**src/rtl/decode_steer.sv**
```systemverilog
module decode_steer #(
  parameter int UOP_W      = 5,
  parameter int DIRECT_MAX = 4,
  parameter int SEQ_RATE   = 4,
  localparam int MAXE      = (DIRECT_MAX + 2 > SEQ_RATE) ? DIRECT_MAX + 2 : SEQ_RATE,
  localparam int EMIT_W    = $clog2(MAXE + 1)
) (
  input  logic               clk,
  input  logic               rst_n,
  input  logic [2:0]         cand_valid,
  input  logic [3*UOP_W-1:0] cand_uops,
  input  logic               dq_ready,
  output logic [2:0]         slot_valid,
  output logic [1:0]         consumed,
  output logic [EMIT_W-1:0]  uop_emit,
  output logic               ucode_busy
);

  logic [UOP_W-1:0] cnt [3];
  logic [2:0]       present;

  for (genvar i = 0; i < 3; i++) begin : g_cand
    assign cnt[i]     = cand_uops[i*UOP_W +: UOP_W];
    assign present[i] = cand_valid[i] && (cnt[i] != '0);
  end

  logic [UOP_W-1:0] remain;
  logic [UOP_W-1:0] chunk;
  logic             go, head_micro, ucode_start;

  assign ucode_busy  = (remain != '0);
  assign chunk       = (remain > UOP_W'(SEQ_RATE)) ? UOP_W'(SEQ_RATE) : remain;
  assign go          = dq_ready && !ucode_busy;
  assign head_micro  = present[0] && (cnt[0] > UOP_W'(DIRECT_MAX));
  assign ucode_start = go && head_micro;

  assign slot_valid[0] = go && present[0] && !head_micro;
  assign slot_valid[1] = slot_valid[0] && present[1] && (cnt[1] == UOP_W'(1));
  assign slot_valid[2] = slot_valid[1] && present[2] && (cnt[2] == UOP_W'(1));

  assign consumed = ucode_start ? 2'd1
                  : 2'(slot_valid[0]) + 2'(slot_valid[1]) + 2'(slot_valid[2]);

  always_comb begin
    uop_emit = '0;
    if (ucode_busy) begin
      if (dq_ready) uop_emit = EMIT_W'(chunk);
    end else if (slot_valid[0]) begin
      uop_emit = EMIT_W'(cnt[0]) + EMIT_W'(slot_valid[1]) + EMIT_W'(slot_valid[2]);
    end
  end

  always_ff @(posedge clk) begin
    if (!rst_n)                       remain <= '0;
    else if (ucode_start)             remain <= cnt[0];
    else if (ucode_busy && dq_ready)  remain <= remain - chunk;
  end

endmodule

```
**config.mk**
```make
export PLATFORM = sky130hd
export DESIGN_NAME = decode_steer
export DESIGN_NICKNAME = d
export VERILOG_FILES = /design/src/rtl/decode_steer.sv
export SDC_FILE = /design/constraint.sdc
export NUM_CORES = 1
export LEC_CHECK = 0
export ABC_AREA = 0
export BUFFER_PORTS_ARGS = -buffer_cell sky130_fd_sc_hd__buf_2
export CORE_MARGIN = 3
export CORE_UTILIZATION = 44
export DETAILED_ROUTE_END_ITERATION = 10
export GPL_TIMING_DRIVEN = 0
export PLACE_DENSITY_LB_ADDON = 0.08
export SLEW_MARGIN = 15
export SYNTH_ARGS = -nofsm -noshare
export SYNTH_HDL_FRONTEND = slang
export SYNTH_SLANG_ARGS = --single-unit
```
**constraint.sdc**
```tcl
create_clock -name clk -period 3.8 [get_ports clk]
set_input_delay 0.76 -clock clk [delete_from_list [all_inputs] [get_ports clk]]
set_output_delay 0.76 -clock clk [all_outputs]
set_load 0.05 [all_outputs]
```
# [Word level (Yosys, flattened, before mapping)]
# Index checks and enable logic that the tools add are counted.
[totals] memories=0 romBits=0 output_inout_bits=9 regBits=5 latchBits=0 mem_bits_rw=0
[op_classes] order_cmp=2 n_bitwise=0 shift=0 addsub=5 eq_ne=2 n_reduce_logical=20 muxes=7 n_mul=0 div_mod_pow=0
[op_table] operator="5-bit nonzero test" n=4
[op_table] operator="5-bit 2-to-1 mux" n=3
[op_table] operator="1-bit logical AND" n=13
[op_table] operator="5-bit by 1-bit equality test with 1-bit output, second input constant" n=2
[op_table] operator="5-bit by 3-bit > comparator with 1-bit output, second input constant" n=2
[op_table] operator="3-bit 2-to-1 mux" n=3
[op_table] operator="3-bit by 1-bit adder with 3-bit output" n=2
[op_table] operator="5-bit subtractor" n=1
[op_table] operator="1-bit by 1-bit adder with 2-bit output" n=1
[op_table] operator="2-bit by 1-bit adder with 2-bit output" n=1
[op_table] operator="1-bit zero test" n=2
[op_table] operator="2-bit 2-to-1 mux" n=1
[op_table] operator="2-bit nonzero test" n=1

# [Depth between registers and ports, before layout]
# Gate-level depths: netlist of run 1.
[logic_depth] word_depth=12 depth_mapped=8 mapped_depth_nobuf=8

# [Least setup slack after synthesis of run 1]
# OpenSTA, ideal clock, no wires.
[synth_timing] path_type="input to output" start="input dq_ready" end="output uop_emit[2]" cell_stages=8 arrival_ps=4242 slack_ps=-1202 path_cell_list="or4b_4 -> a2111o_1 -> nor2_4 -> and4_1 -> fa_1 -> ha_1 -> xnor2_1 -> o21ai_0"
[synth_via] elab_chain_cells=10 word_cells_on_any_way=12
[synth_rtl] item="start, declared" line_no="12" source="input logic dq_ready,"
[synth_rtl] item="1-bit logical AND" line_no="33" source="assign go = dq_ready && !ucode_busy;"
[synth_rtl] item="1-bit logical AND (2 in series)" line_no="37" source="assign slot_valid[0] = go && present[0] && !head_micro;"
[synth_rtl] item="1-bit logical AND (2 in series)" line_no="38" source="assign slot_valid[1] = slot_valid[0] && present[1] && (cnt[1] == UOP_W'(1));"
[synth_rtl] item="named net slot_valid[1]" line_no="13" source="output logic [2:0] slot_valid,"
[synth_rtl] item="1-bit logical AND (2 in series)" line_no="39" source="assign slot_valid[2] = slot_valid[1] && present[2] && (cnt[2] == UOP_W'(1));"
[synth_rtl] item="named net slot_valid[2]" line_no="13"
[synth_rtl] item="3-bit by 1-bit adder with 3-bit output" line_no="49" source="uop_emit = EMIT_W'(cnt[0]) + EMIT_W'(slot_valid[1]) + EMIT_W'(slot_valid[2]);"
[synth_rtl] item="3-bit 2-to-1 mux" line_no="48" source="end else if (slot_valid[0]) begin"
[synth_rtl] item="3-bit 2-to-1 mux" line_no="46" source="if (ucode_busy) begin"
[synth_rtl] item="end, declared" line_no="15" source="output logic [EMIT_W-1:0] uop_emit,"
# The timed path passes the listed nets, and every way through them passes these cells.

# [Worst setup path in the final report of run 1]
[layout_timing] start="input cand_uops[2]" end="output uop_emit[0]"
[layout_via] elab_chain_cells=12 word_cells_on_any_way=15
[layout_rtl] item="start, declared" line_no="11" source="input logic [3*UOP_W-1:0] cand_uops,"
[layout_rtl] item="parallel branches: the longest is 4 deep, another holds 5-bit by 3-bit > comparator with 1-bit output"
[layout_rtl] item="1-bit logical AND (*)" line_no="37"
[layout_rtl] item="parallel branches: the longest is 5 deep, another holds 3-bit by 1-bit adder with 3-bit output"
[layout_rtl] item="3-bit 2-to-1 mux (*)" line_no="48"
[layout_rtl] item="3-bit 2-to-1 mux (*)" line_no="46"
# Mark *: on every way between the ends.

==> results of run 1 <==
cell type report:
cell class	count	area, um2
plain buffers	1	3.75
repair buffers	32	179
clock buffers	4	26.3
multi-input cells	64	528
fillers	82	309
flip-flops and latches	5	100
well taps	14	17.5
inverters	6	22.5
critical path, cell delays in order:
cell	delay, ps
sky130_fd_sc_hd__buf_2	160
sky130_fd_sc_hd__or3b_4	380
sky130_fd_sc_hd__a2111o_1	480
sky130_fd_sc_hd__nor2_4	140
sky130_fd_sc_hd__and4_4	220
sky130_fd_sc_hd__fa_2	420
sky130_fd_sc_hd__a22o_4	220
sky130_fd_sc_hd__buf_4	180
per-layer routing:
layer / vias up / track usage, % / wire, um
li1: 367 / - / -
met1: 351 / 25.3 / 686
met2: 62 / 33.8 / 862
met3: 2 / 9.75 / 224
met4: 0 / 6.83 / 10
met5: - / 0 / 0
metrics by stage:
| step | cell area, um2 | setup slack (ps) |
|---|---|---|
| 3_5_place_dp | 817 | -150 |
| 4_1_cts | 871 | 33.6 |
| 6_report | 877 | 68.2 |
| 5_1_grt | 877 | 9.79 |
| 3_3_place_gp | 817 | -135 |
| 2_1_floorplan | 654 | -232 |
timing repair:
| item | in CTS | in global routing |
|---|---|---|
| hold buffers | 0 | 0 |
| buffers inserted | 3 | 0 |
| setup endpoints to repair | 3 | 5 |
| gates resized for setup | 2 | 2 |
| pin swaps | 2 | 1 |
placed cells by master (no fill, tap or decap), drive strengths merged, types with 2 or more instances in the layout:
cell type and n:
a21oi 5, buf 31, clkbuf 6, dfxtp 5
fa 2, ha 2, inv 6, nand2 3
nand2b 2, nor2 7, nor4 2, o21ai 8
or2 2, or3b 3
cell families after synthesis:
logic type,count (synthesis)
adders and majority gates,4
buffers and inverters,7
DFF,5
other,1
AOI/OAI and AO/OA,29
xor gates and xnor gates,1
and+or+nand+nor,29
worst min-delay path by stage:
stage	from	end	cells after the start
2_1_floorplan	remain[3]	remain[3]	2
3_3_place_gp	remain[3]	remain[3]	2
3_5_place_dp	remain[3]	remain[3]	2
4_1_cts	remain[3]	remain[3]	2
5_1_grt	remain[4]	remain[4]	2
6_report	remain[3]	remain[3]	2
power breakdown:
| group | switching, mW | internal [mW] |
|---|---|---|
| clock network | 0.0223 | 0.0397 |
| logic | 0.0920 | 0.0591 |
| registers | 0.00986 | 0.0594 |
==> impl_metrics.env, run 1 <==
export IMPL_run_status="finished, final reports clean"
export IMPL_postSynthCellCount=76
export IMPL_drive_above_1_share_pct=45.5
export IMPL_yosys_area_share_adder_pct=10.9
export IMPL_via_to_cell_ratio=6.21
export IMPL_gr_total_overflow=0
export IMPL_max_slew_margin_pct=50.4
export IMPL_most_area_consuming_cells_after_synthesis="sky130_fd_sc_hd__dfxtp_1 17%, sky130_fd_sc_hd__fa_1 6.7%, sky130_fd_sc_hd__o21ai_0 6.7%"
export IMPL_synthDistinctLibCells=42
export IMPL_clock_tree_from_tritoncts="done"
export IMPL_worst_r2r_setup_slack_ps=1600
export IMPL_finish_net_count=138
export IMPL_crit_arrival_ps=2970
export IMPL_yosysWarnings=0
export IMPL_setup_viol=0
export IMPL_io_pins=30
export IMPL_synth_seq_cells=5
export IMPL_post_drt_wl_per_cell_um=14.2
export IMPL_power_per_cell_area_nw_per_um2=322
export IMPL_grt_max_degree=11
export IMPL_clock_tree_buffer_depth=2
export IMPL_hold_worst_slack_ps=565
export IMPL_gpl_final_weighted_congestion=0.832
export IMPL_timing_hold_worst_class="reg2reg"
export IMPL_number_of_design_rule_violations_left_by_the_first_detailed_router_iteration=39
export IMPL_grt_setup_unrepaired="no"
export IMPL_max_slew_worst_pin_slew_ps=739
export IMPL_coreArea_um2=1190
export IMPL_synth_xor_xnor_area_share_pct=1.46
export IMPL_finalMaxSlewViolations=0
export IMPL_crit_fanout=6
export IMPL_asyncSetResetFlopFracSynth_pct=0
export IMPL_route_final_wire_length_um=1780
export IMPL_max_cap_violations=0
export IMPL_core_occupancy_in_the_finished_layout_pct=73.9
export IMPL_num_rows=12
export IMPL_period_needed_ps=3730
export IMPL_clk_latency_ps=240
export IMPL_drt_drc_violations_left=0
export IMPL_yosys_cell_count_top_type="sky130_fd_sc_hd__o21ai_0"
export IMPL_grt_antenna_before_repair=0
export IMPL_globalRouteTotalUtil_pct=21.4
export IMPL_share_of_the_synthesized_area_in_the_top_cell_type_pct=16.7
export IMPL_critical_path_source_type="input port"
export IMPL_cts_inserted_buffers=3
export IMPL_cts_htree_levels=1
export IMPL_timing_reg2reg_worst_path_depth=5
export IMPL_final_antenna_net_count=0
export IMPL_final_setup_tns_ps=0
export IMPL_die_h_um=42.9
export IMPL_required_ps=3040
export IMPL_max_clock_freq_mhz=268
export IMPL_router_iterations_before_antenna_repair=4
export IMPL_worst_setup_path_type="in2out"
export IMPL_post_route_insts_no_fill=126
export IMPL_synth_sequential_area_ratio_pct=16.7
export IMPL_post_synth_most_frequent_cells="8 x sky130_fd_sc_hd__o21ai_0, 6 x sky130_fd_sc_hd__inv_1, 6 x sky130_fd_sc_hd__nor2_1"
export IMPL_clockRootBuffer="sky130_fd_sc_hd__clkbuf_4"
export IMPL_diodes=0
export IMPL_timing_final_hold_violations=0
export IMPL_registers_top_by_ff_count="remain"
export IMPL_dominant_cell_type_by_area_after_synthesis="sky130_fd_sc_hd__dfxtp_1"
export IMPL_start_util_pct=50.4
export IMPL_vdd_drop_max_v=0.000342
export IMPL_grt_pass1_vias=719
export IMPL_clock_sinks=5
export IMPL_synthFlopType="sky130_fd_sc_hd__dfxtp_1"
export IMPL_endpoint="uop_emit[0]"
export IMPL_largest_reg_flops=5
export IMPL_dieArea_um2=1840
export IMPL_power_leakage_nw=0.388
export IMPL_regToRegEndpoint="remain[2]"
export IMPL_fp_dieW_um=42.9
export IMPL_io_buffer_count=29
export IMPL_first_pass_grt_wire_length_um=3020
export IMPL_path_clk_slew_ps=40
export IMPL_synth_edf_count=0
export IMPL_synth_simple_area_share_pct=31.6
export IMPL_synth_compound_area_share_pct=34.3
export IMPL_biggestRegsByFlops="remain: 5 flops"
export IMPL_syn_cell_area_um2=598
export IMPL_routed_via_count=782
export IMPL_finalPower_mw=0.282
export IMPL_reg2reg_from="remain[4]"
export IMPL_critPathLaunch="cand_uops[2]"
export IMPL_skew_ps=2.73
export IMPL_hpwl_um=1400
export IMPL_finalCritPeriodShare_pct=98.2
export IMPL_main_combinational_cell_family_by_area_after_synthesis="compound AO/OA/AOI/OAI gates"
export IMPL_worstSetupEndpointType="output pin"
export IMPL_syn_avg_cell_area_um2=7.87
export IMPL_layout_area_overhead_vs_synth_pct=46.7
export IMPL_synth_fp_nets=101
export IMPL_post_synth_mux_area_share_pct=0
export IMPL_placedCellCount=119
Power figures use the tool's default switching activity.
==> inputs of run 2 (changes only) <==
--- a/config.mk
+++ b/config.mk
@@ -7,7 +7,6 @@
 export LEC_CHECK = 0
 export ABC_AREA = 0
 export BUFFER_PORTS_ARGS = -buffer_cell sky130_fd_sc_hd__buf_2
-export CORE_MARGIN = 3
 export CORE_UTILIZATION = 44
 export DETAILED_ROUTE_END_ITERATION = 10
 export GPL_TIMING_DRIVEN = 0
==> run 2 against run 1 <==
Against the previous run:
- largest power group unchanged
- clock power down 2%
- flip-flop and latch count is the same
- combinational power about the same
- critical endpoint unchanged
- sequential power hardly changed
- largest cell class unchanged
- core utilization fell by 0.32 points
==> impl_metrics.env, run 2 (synthesized netlist as in run 1, its figures left out) <==
export IMPL_run_status="finished, final reports clean"
export IMPL_cts_htree_levels=1
export IMPL_cts_inserted_buffers=3
export IMPL_io_buffer_count=29
export IMPL_fillCellCount=92
export IMPL_max_slew_margin_pct=52.6
export IMPL_start_util_pct=50.4
export IMPL_final_antenna_net_count=0
export IMPL_worstSetupEndpointType="output pin"
export IMPL_required_ps=3040
export IMPL_area_sequential_um2=100
export IMPL_number_of_design_rule_violations_left_by_the_first_detailed_router_iteration=46
export IMPL_finalPower_mw=0.279
export IMPL_diodes=0
export IMPL_max_clock_freq_mhz=267
export IMPL_vdd_drop_max_v=0.000270
export IMPL_router_iterations_before_antenna_repair=5
export IMPL_clk_latency_ps=240
export IMPL_worst_setup_path_type="in2out"
export IMPL_via_to_cell_ratio=6.06
export IMPL_post_drt_wl_per_cell_um=14.1
export IMPL_finish_net_count=138
export IMPL_max_slew_worst_pin_slew_ps=707
export IMPL_biggestRegsByFlops="remain: 5 flops"
export IMPL_final_cell_mix="26 x sky130_fd_sc_hd__buf_2, 6 x sky130_fd_sc_hd__inv_1, 6 x sky130_fd_sc_hd__o21ai_0"
export IMPL_clockRootBuffer="sky130_fd_sc_hd__clkbuf_4"
export IMPL_grt_setup_unrepaired="no"
export IMPL_power_leakage_nw=0.388
export IMPL_setup_viol=0
export IMPL_gpl_final_weighted_congestion=0.900
export IMPL_gr_total_overflow=0
export IMPL_clock_sinks=5
export IMPL_finalMaxSlewViolations=0
export IMPL_critical_path_source_type="input port"
export IMPL_period_needed_ps=3740
export IMPL_dieArea_um2=1510
export IMPL_worst_r2r_setup_slack_ps=1630
export IMPL_final_common_cell="sky130_fd_sc_hd__buf_2"
export IMPL_die_h_um=38.9
export IMPL_power_per_cell_area_nw_per_um2=319
export IMPL_grt_max_degree=11
export IMPL_postLayoutCellArea_um2=873
export IMPL_cp_cell_sequence="buf_2 > or3b_4 > a2111o_1 > nor2_4 > and4_4 > fa_2 > a22o_4 > buf_4"
export IMPL_grt_pass1_vias=659
export IMPL_max_cap_violations=0
export IMPL_first_pass_grt_wire_length_um=2770
export IMPL_pre_cts_ws_ps=-139
export IMPL_max_stage_delay_ps=490
export IMPL_fp_dieW_um=38.9
export IMPL_timing_hold_worst_class="reg2reg"
export IMPL_grt_antenna_before_repair=0
export IMPL_layout_setup_ws_ps=56.5
export IMPL_hold_buffers=0
export IMPL_clock_tree_buffer_depth=2
export IMPL_io_pins=30
export IMPL_route_final_wire_length_um=1780
export IMPL_clock_tree_from_tritoncts="done"
export IMPL_multi_input_logic_area_um2=528
export IMPL_drt_drc_violations_left=0
export IMPL_path_clk_slew_ps=50
export IMPL_hold_depth=2
export IMPL_globalRouteTotalUtil_pct=26.5
export IMPL_layout_area_overhead_vs_synth_pct=46.0
export IMPL_timing_critical_path_slowest_stage_cell="sky130_fd_sc_hd__a2111o_1"
export IMPL_crit_fanout=6
export IMPL_timing_final_hold_violations=0
export IMPL_drive_above_1_share_pct=45.5
export IMPL_dpl_instance_area_um2=817
export IMPL_registers_top_by_ff_count="remain"
export IMPL_largest_reg_flops=5
export IMPL_routed_via_count=763
export IMPL_coreArea_um2=1190
export IMPL_hpwl_um=1380
export IMPL_skew_ps=6.60
export IMPL_num_rows=12
export IMPL_finalCritPeriodShare_pct=98.5
export IMPL_crit_arrival_ps=2980
export IMPL_timing_reg2reg_worst_path_depth=5
## run 2: cell types whose count changed in the layout (fill, tap and decap cells not counted)
| cell | before | now |
|---|---|---|
| sky130_fd_sc_hd__buf_6 | 1 | 0 |
| sky130_fd_sc_hd__buf_4 | 4 | 5 |
## run 2: per-stage QoR
stage	cells	hold slack, ps	util (%)	setup TNS (ps)
2_1_floorplan	76	498	-	-494
3_5_place_dp	119	545	68.9	-285
3_3_place_gp	119	540	68.9	-259
4_1_cts	126	553	73.4	0
5_1_grt	126	578	73.6	0
6_report	126	547	73.6	0
## run 2: repair_timing
item / 4_1_cts / 5_1_grt
buffers inserted: 3 / 0
resized for setup: 2 / 1
pin swaps: 2 / 1
endpoints found under the setup margin: 3 / 4
## run 2: final timing paths
path	startpoint	endpoint
worst min register to register	remain[3]	remain[3]
worst max-delay path	cand_uops[0]	uop_emit[0]
worst min-delay path	remain[3]	remain[3]
worst max register to register	remain[4]	remain[2]
## run 2: layout make-up
type                       count  area share (%)
sequential                     5            11.5
inverter                       6            2.58
timing repair buffer          32            20.1
multi-input combinational     64            60.5
tap                           14            2.01
clock buffer                   4            3.01
buffer                         1           0.430
## run 2: metal layers
metal	part of all wire, %	global-route usage (%)	routed length [um]
met1	42	35.1	743
met2	48	46.7	852
met3	9.5	5.20	169
met4	0.73	0	13
met5	0	0	0
## run 2: critical path, delay by kind of cell
family | cells | cell delay (ps)
AO/OA/AOI/OAI | 2 | 710
buffers and inverters | 2 | 320
adder cells (fa/ha/maj) | 1 | 430
AND/OR/NAND/NOR | 3 | 750
## run 2: report_power, final
| part | switching, mW | internal (mW) | total [mW] | leakage [nW] |
|---|---|---|---|---|
| logic | 0.0916 | 0.0574 | 0.149 | 0.332 |
| registers | 0.00970 | 0.0594 | 0.0691 | 0.0410 |
| clock network | 0.0212 | 0.0397 | 0.0609 | 0.0150 |
